**config.mk**
```make
export PLATFORM = sky130hd
export DESIGN_NAME = baud_frac_gen
export DESIGN_NICKNAME = d
export VERILOG_FILES = /design/src/rtl/baud_pkg.sv /design/src/rtl/baud_cfg_latch.sv /design/src/rtl/baud_frac_acc.sv /design/src/rtl/baud_smp_cnt.sv /design/src/rtl/baud_bit_cnt.sv /design/src/rtl/baud_frac_gen.sv
export SDC_FILE = /design/constraint.sdc
export NUM_CORES = 1
export LEC_CHECK = 0
export BUFFER_PORTS_ARGS = -buffer_cell sky130_fd_sc_hd__buf_2
export CORE_MARGIN = 3
export CORE_UTILIZATION = 40
export CTS_CLUSTER_SIZE = 28
export DETAILED_ROUTE_END_ITERATION = 6
export PLACE_DENSITY = 0.67
export SLEW_MARGIN = 10
export SYNTH_ARGS = -nofsm -noshare
export SYNTH_HDL_FRONTEND = slang
export SYNTH_SLANG_ARGS = --single-unit
```
**constraint.sdc**
```tcl
create_clock -name clk_i -period 4.3 [get_ports clk_i]
set_input_delay 0.43 -clock clk_i [delete_from_list [all_inputs] [get_ports clk_i]]
set_output_delay 0.43 -clock clk_i [all_outputs]
set_load 0.1 [all_outputs]
```
**src/rtl/baud_pkg.sv**
```systemverilog
package baud_pkg;
  localparam int unsigned FRAC_W = 4;
  localparam int unsigned OS16   = 1 << FRAC_W;
  localparam int unsigned OS8    = OS16 / 2;

  typedef enum logic {
    OS_X16 = 1'b0,
    OS_X8  = 1'b1
  } os_mode_e;
endpackage

```
**src/rtl/baud_cfg_latch.sv**
```systemverilog
module baud_cfg_latch
  import baud_pkg::*;
#(
  parameter int unsigned DIV_W  = 16,
  localparam int unsigned MANT_W = DIV_W - FRAC_W
) (
  input  logic              clk_i,
  input  logic              rst_ni,
  input  logic              en_i,
  input  logic [DIV_W-1:0]  div_i,
  input  logic              os8_i,
  output logic [MANT_W-1:0] mant_o,
  output logic [FRAC_W-1:0] frac_o,
  output os_mode_e          mode_o
);
  localparam logic [MANT_W-1:0] MANT_ONE = MANT_W'(1);

  logic [MANT_W-1:0] mant_q;
  logic [FRAC_W-1:0] frac_q;
  os_mode_e          mode_q;

  // load only while disabled; frozen during operation
  always_ff @(posedge clk_i or negedge rst_ni) begin
    if (!rst_ni) begin
      mant_q <= MANT_ONE;
      frac_q <= '0;
      mode_q <= OS_X16;
    end else if (!en_i) begin
      mant_q <= div_i[DIV_W-1:FRAC_W];
      frac_q <= os8_i ? {1'b0, div_i[FRAC_W-2:0]} : div_i[FRAC_W-1:0];
      mode_q <= os8_i ? OS_X8 : OS_X16;
    end
  end

  assign mant_o = (mant_q == '0) ? MANT_ONE : mant_q;
  assign frac_o = frac_q;
  assign mode_o = mode_q;

  AST_CFG_FROZEN: assert property (@(posedge clk_i) disable iff (!rst_ni)
    (en_i && $past(en_i)) |-> ($stable(mant_q) && $stable(frac_q) && $stable(mode_q)));
endmodule

```
**src/rtl/baud_frac_acc.sv**
```systemverilog
module baud_frac_acc
  import baud_pkg::*;
(
  input  logic              clk_i,
  input  logic              rst_ni,
  input  logic              en_i,
  input  logic              adv_i,
  input  logic [FRAC_W-1:0] frac_i,
  input  os_mode_e          mode_i,
  output logic              carry_o
);
  localparam logic [FRAC_W:0] OS8_V = (FRAC_W+1)'(OS8);

  logic [FRAC_W-1:0] acc_q;
  logic [FRAC_W:0]   sum;
  logic [FRAC_W-1:0] acc_d;

  always_comb begin
    sum = {1'b0, acc_q} + {1'b0, frac_i};
    if (mode_i == OS_X8) begin
      carry_o = (sum >= OS8_V);
      acc_d   = {1'b0, sum[FRAC_W-2:0]};
    end else begin
      carry_o = sum[FRAC_W];
      acc_d   = sum[FRAC_W-1:0];
    end
  end

  always_ff @(posedge clk_i or negedge rst_ni) begin
    if (!rst_ni)      acc_q <= '0;
    else if (!en_i)   acc_q <= '0;
    else if (adv_i)   acc_q <= acc_d;
  end

  AST_ACC_RANGE: assert property (@(posedge clk_i) disable iff (!rst_ni)
    (mode_i == OS_X8) |-> (acc_q < FRAC_W'(OS8)));
  AST_ACC_IDLE: assert property (@(posedge clk_i) disable iff (!rst_ni)
    !en_i |=> (acc_q == '0));
endmodule

```
**src/rtl/baud_smp_cnt.sv**
```systemverilog
module baud_smp_cnt
  import baud_pkg::*;
#(
  parameter int unsigned MANT_W = 12,
  localparam int unsigned CNT_W = MANT_W + 1
) (
  input  logic              clk_i,
  input  logic              rst_ni,
  input  logic              en_i,
  input  logic [MANT_W-1:0] mant_i,
  input  logic              carry_i,
  output logic              adv_o,
  output logic              smp_tick_o
);
  localparam logic [CNT_W-1:0] ONE = CNT_W'(1);

  logic [CNT_W-1:0] cnt_q;
  logic [CNT_W-1:0] len;
  logic             last;
  logic             tick_q;

  // period length: mantissa plus one stretch clock on accumulator wrap
  assign len   = {1'b0, mant_i} + (carry_i ? ONE : '0);
  assign last  = (cnt_q == (len - ONE));
  assign adv_o = en_i && last;

  always_ff @(posedge clk_i or negedge rst_ni) begin
    if (!rst_ni) begin
      cnt_q  <= '0;
      tick_q <= 1'b0;
    end else if (!en_i) begin
      cnt_q  <= '0;
      tick_q <= 1'b0;
    end else begin
      cnt_q  <= last ? '0 : cnt_q + ONE;
      tick_q <= last;
    end
  end

  assign smp_tick_o = tick_q;

  AST_CNT_BOUND: assert property (@(posedge clk_i) disable iff (!rst_ni)
    cnt_q < len);
endmodule

```
**src/rtl/baud_bit_cnt.sv**
```systemverilog
module baud_bit_cnt
  import baud_pkg::*;
(
  input  logic     clk_i,
  input  logic     rst_ni,
  input  logic     en_i,
  input  logic     adv_i,
  input  os_mode_e mode_i,
  input  logic     smp_tick_i,
  output logic     bit_tick_o
);
  localparam logic [FRAC_W-1:0] LAST16 = FRAC_W'(OS16 - 1);
  localparam logic [FRAC_W-1:0] LAST8  = FRAC_W'(OS8 - 1);
  localparam logic [FRAC_W-1:0] ONE    = FRAC_W'(1);

  logic [FRAC_W-1:0] sc_q;
  logic [FRAC_W-1:0] sc_last;
  logic              wrap;
  logic              bit_q;

  assign sc_last = (mode_i == OS_X8) ? LAST8 : LAST16;
  assign wrap    = adv_i && (sc_q == sc_last);

  always_ff @(posedge clk_i or negedge rst_ni) begin
    if (!rst_ni) begin
      sc_q  <= '0;
      bit_q <= 1'b0;
    end else if (!en_i) begin
      sc_q  <= '0;
      bit_q <= 1'b0;
    end else begin
      if (adv_i) sc_q <= wrap ? '0 : sc_q + ONE;
      bit_q <= wrap;
    end
  end

  assign bit_tick_o = bit_q;

  AST_BIT_ON_SMP: assert property (@(posedge clk_i) disable iff (!rst_ni)
    bit_q |-> smp_tick_i);
  AST_SC_RANGE: assert property (@(posedge clk_i) disable iff (!rst_ni)
    (mode_i == OS_X8) |-> (sc_q < FRAC_W'(OS8)));
  AST_BIT_QUIET: assert property (@(posedge clk_i) disable iff (!rst_ni)
    !en_i |=> !bit_q);
endmodule

```
**src/rtl/baud_frac_gen.sv**
```systemverilog
module baud_frac_gen
  import baud_pkg::*;
#(
  parameter int unsigned DIV_W = 16,
  localparam int unsigned MANT_W = DIV_W - FRAC_W
) (
  input  logic             clk_i,
  input  logic             rst_ni,
  input  logic             en_i,
  input  logic [DIV_W-1:0] div_i,
  input  logic             os8_i,
  output logic             smp_tick_o,
  output logic             bit_tick_o
);
  logic [MANT_W-1:0] mant;
  logic [FRAC_W-1:0] frac;
  os_mode_e          mode;
  logic              carry;
  logic              adv;
  logic              smp_tick;

  baud_cfg_latch #(.DIV_W(DIV_W)) u_cfg (
    .clk_i  (clk_i),
    .rst_ni (rst_ni),
    .en_i   (en_i),
    .div_i  (div_i),
    .os8_i  (os8_i),
    .mant_o (mant),
    .frac_o (frac),
    .mode_o (mode)
  );

  baud_frac_acc u_acc (
    .clk_i   (clk_i),
    .rst_ni  (rst_ni),
    .en_i    (en_i),
    .adv_i   (adv),
    .frac_i  (frac),
    .mode_i  (mode),
    .carry_o (carry)
  );

  baud_smp_cnt #(.MANT_W(MANT_W)) u_smp (
    .clk_i      (clk_i),
    .rst_ni     (rst_ni),
    .en_i       (en_i),
    .mant_i     (mant),
    .carry_i    (carry),
    .adv_o      (adv),
    .smp_tick_o (smp_tick)
  );

  baud_bit_cnt u_bit (
    .clk_i      (clk_i),
    .rst_ni     (rst_ni),
    .en_i       (en_i),
    .adv_i      (adv),
    .mode_i     (mode),
    .smp_tick_i (smp_tick),
    .bit_tick_o (bit_tick_o)
  );

  assign smp_tick_o = smp_tick;

  AST_SMP_QUIET: assert property (@(posedge clk_i) disable iff (!rst_ni)
    !en_i |=> !smp_tick_o);
  AST_RESET_QUIET: assert final (rst_ni || (!smp_tick_o && !bit_tick_o));
endmodule

```
==> summary.md <==
| Metric | Value |
|---|---|
| Synthesized flop and latch total | 40 |
| Final setup vio count | 0 |
| Tcrit/Tclk final | 92.5% |
| DRT Wirelength | 4710 microns |
| Dominant synthesized flop cell | dfrtp_1 |
| Drt first pass iters | 4 |
| Mapped Area | 2370 sq um |
| Reg2Reg Setup Slack | 320 ps |
| Run status | finished, final reports clean |
| Unrepaired setup endpoints after global routing | false |
| Slowest stage delay, CP | 590 ps |
| # port buffers | 21 |
| Detail Route met2 WL | 2100 microns |
| Tightest Hold Check Type | input port to asynchronous set/reset pin |
| Post-DP Area | 2550 sq um |
| Critical path class | register to register |
| Tot GR Track Use | 14.7% |
| PwrDens | 299 nW/um^2 |
| Post-route cell area | 2640 sq um |
| Wire per inst | 14.8 microns |
| Post-synth EDFFs | 0 |
| FMAX | 251 MHz |
| RR Endpoint | u_bit.sc_q[2] |
| Vias per cell | 5.45 |
| Final slew viol count | 0 |
| Cell mode on critical path | ha_1 |
| Core Util, Final | 47.1% |
| Startpoint types | register |
| Syn-to-layout area delta | 11.4% |
| Syn Nets | 251 |
| Syn Inst Count | 222 |
| Top Ports | 22 |
| Num CTS Buffers | 5 |
| Total gr overflow | 0 |
| Max Cap Viol | 0 |
| WL met1 | 2340 microns |
| Diodes inserted | 0 |
| CP required | 4500 ps |
| Clk sink count | 40 |
| Sequential area share after synthesis | 42.2% |
| Largest net degree at the start of global routing | 41 |
| Ratio of cells with drive above 1 in the final layout | 23.9% |
| Mean post-synth cell area | 10.7 sq um |
| Initial DRC count | 78 |
| Post-synth ARST share | 100% |
| Area of the multi-input gates | 1300 sq um |
| Storage cell area | 1000 sq um |
| Synthesis Warnings | 0 |
| Most common cell after layout, fill and taps aside | dfrtp_1 |
| CTS tree | built |
| Max Used Layer | met4 |
| Worst path slowest cell | or4_1 |
| Most frequent cells in the layout | dfrtp_1, buf_2, mux2_2 |
| Worst r2r src | u_cfg.frac_o[1] |
| Site Rows | 27 |
| Arr. time, crit path | 4180 ps |
| Post-DP HPWL | 3540 microns |
| VDD IR max | 0.179 mV |
| Final Hold Fails | 0 |
| Nets | 275 |
| Leak | 1.14 nW |
| Synth cell types | 50 |
| Die Width | 83.0 microns |
| Starting Density | 42.3% |
| Worst-skew pair later-pin latency | 290 ps |
| Clock Tree Buf Depth | 2 |
| Core footprint | 5610 sq um |
| Cells on worst reg2reg path | 13 |
| # DRC | 0 |
| Total die area | 6890 sq um |
| Critical path, cell by cell | ha_1 > a21o_1 > a21oi_1 > xnor2_1 > a221oi_1 > ha_1 > ha_1 > nor3b_4 > a22oi_1 > nor4b_1 > o2111ai_1 > or4_1 > a21oi_1 |
| Die height | 83.0 microns |
| Worst Path Max Fanout | 9 |
| Routed wl met3 | 169 microns |
| CP Capture Type | register |
| Fillers | 561 |
| Final critical-path required period | 3980 ps |
| Global-route wire length before repair | 8390 microns |
| CTS H-tree lvls | 2 |
| Hold Buf Count CTS | 0 |
| GPL Wtd Cong | 0.810 |
| Post-Place Worst Slack | 307 ps |
| Setup Skew | 4.33 ps |
| Via Count | 1740 |
| Post-DRT Antenna Nets | 0 |
| Setup ws final | 322 ps |
| Clock root cell | clkbuf_8 |
| Number of global-route vias before repair | 1786 |
| Setup total negative slack | 0 ps |
| Tightest Pin Transition | 857 ps |
| Critical Path Start | u_cfg.frac_o[1] |
| Initial antenna violation count | 0 |
| Slew margin rel. | 42.9% |
| Clock-pin slew on the worst setup and hold paths | 70 ps |
-- Yosys cell counts, types with 2 or more instances --
master / n / area, sq um
nor2_1: 16 / 60.1
or4_1: 3 / 22.5
nand4b_1: 3 / 26.3
nor4_1: 3 / 18.8
nor3b_1: 2 / 15.0
and3_1: 7 / 43.8
buf_6: 2 / 22.5
xnor2_1: 16 / 140
clkbuf_1: 3 / 11.3
nor3_1: 6 / 30.0
nand4_1: 2 / 12.5
buf_2: 2 / 10.0
or4_4: 2 / 22.5
ha_1: 8 / 100
nor2b_1: 3 / 18.8
inv_1: 8 / 30.0
o21a_1: 2 / 15.0
xor2_1: 12 / 105
nand2_1: 7 / 26.3
dfrtp_1: 39 / 976
o31ai_1: 2 / 15.0
and2_1: 4 / 25.0
a21o_1: 2 / 15.0
nand3_1: 9 / 45.0
o21ai_0: 7 / 35.0
mux2_2: 17 / 191
nor4b_1: 2 / 17.5
a21oi_1: 10 / 50.1
a31oi_1: 2 / 12.5
-- kinds of logic (layout without fill, tap and decap cells) --
logic type,after synthesis,count (layout),synth area share (%)
AO/OA/AOI/OAI,35,35,10.6
XOR/XNOR,28,28,10.3
adder cells (fa/ha/maj),9,9,5.06
buffers and inverters,16,41,3.27
flip-flops,40,40,42.2
multiplexers,17,17,8.07
AND/OR/NAND/NOR,77,77,20.4
-- per-stage QoR --
stage	hold WS [ps]	instances	power, W
floorplan	134	222	0.000506
global placement	499	311	0.000539
detailed placement	507	311	0.000543
CTS	287	319	0.000798
global route	316	319	0.000838
finish	249	319	0.000791
-- area by class of cell --
class | count | share of cell area (%)
Multi-Input combinational cell | 166 | 49.1
Timing Repair Buffer | 24 | 4.83
Clock buffer | 8 | 3.41
Sequential cell | 40 | 37.9
Tap cell | 72 | 3.41
Inverter | 9 | 1.28
-- repair_timing --
item	CTS	global route
setup endpoints to repair	0	4
buffers inserted	0	0
resized for setup	0	1
-- worst max-delay path: cells and delay by family, from the launching register on --
family / cells / cell delay [ps]
xor+xnor: 1 / 160
simple gates: 3 / 1340
compound gates: 6 / 1260
flops: 1 / 390
fa+ha+maj: 3 / 750
-- flip-flops by register name, summed over array words and instances, names as in the netlist --
name,cells
u_smp.smp_tick_o,1
u_bit.sc_q,4
u_bit.bit_tick_o,1
u_acc.acc_q,4
u_cfg.mant_q,12
u_smp.cnt_q,13
u_cfg.mode_o,1
u_cfg.frac_o,4
-- power by group --
group	leakage [nW]	internal (W)	switching (W)
clock network	0.0455	0.000131	0.000124
logic	0.579	0.0000577	0.0000548
registers	0.518	0.000395	0.0000287
total	1.14	0.000583	0.000208
-- worst max-delay path by stage --
stage | slack, ps | cells after the start | endpoint
after floorplan | 710 | 14 | u_bit.sc_q[2]
after global placement | 410 | 13 | u_bit.sc_q[3]
after detailed placement | 310 | 15 | u_smp.cnt_q[8]
after CTS | 290 | 15 | u_smp.cnt_q[8]
after global routing | 30 | 15 | u_smp.cnt_q[4]
final | 320 | 13 | u_bit.sc_q[2]
-- metal layers --
layer  global-route usage, %  vias up
li1                        -      850
met1                    20.1      842
met2                    23.3       39
met3                    2.78        9
met4                    5.05        0
met5                       0        -
No activity file was read; power rests on OpenSTA's default activity.
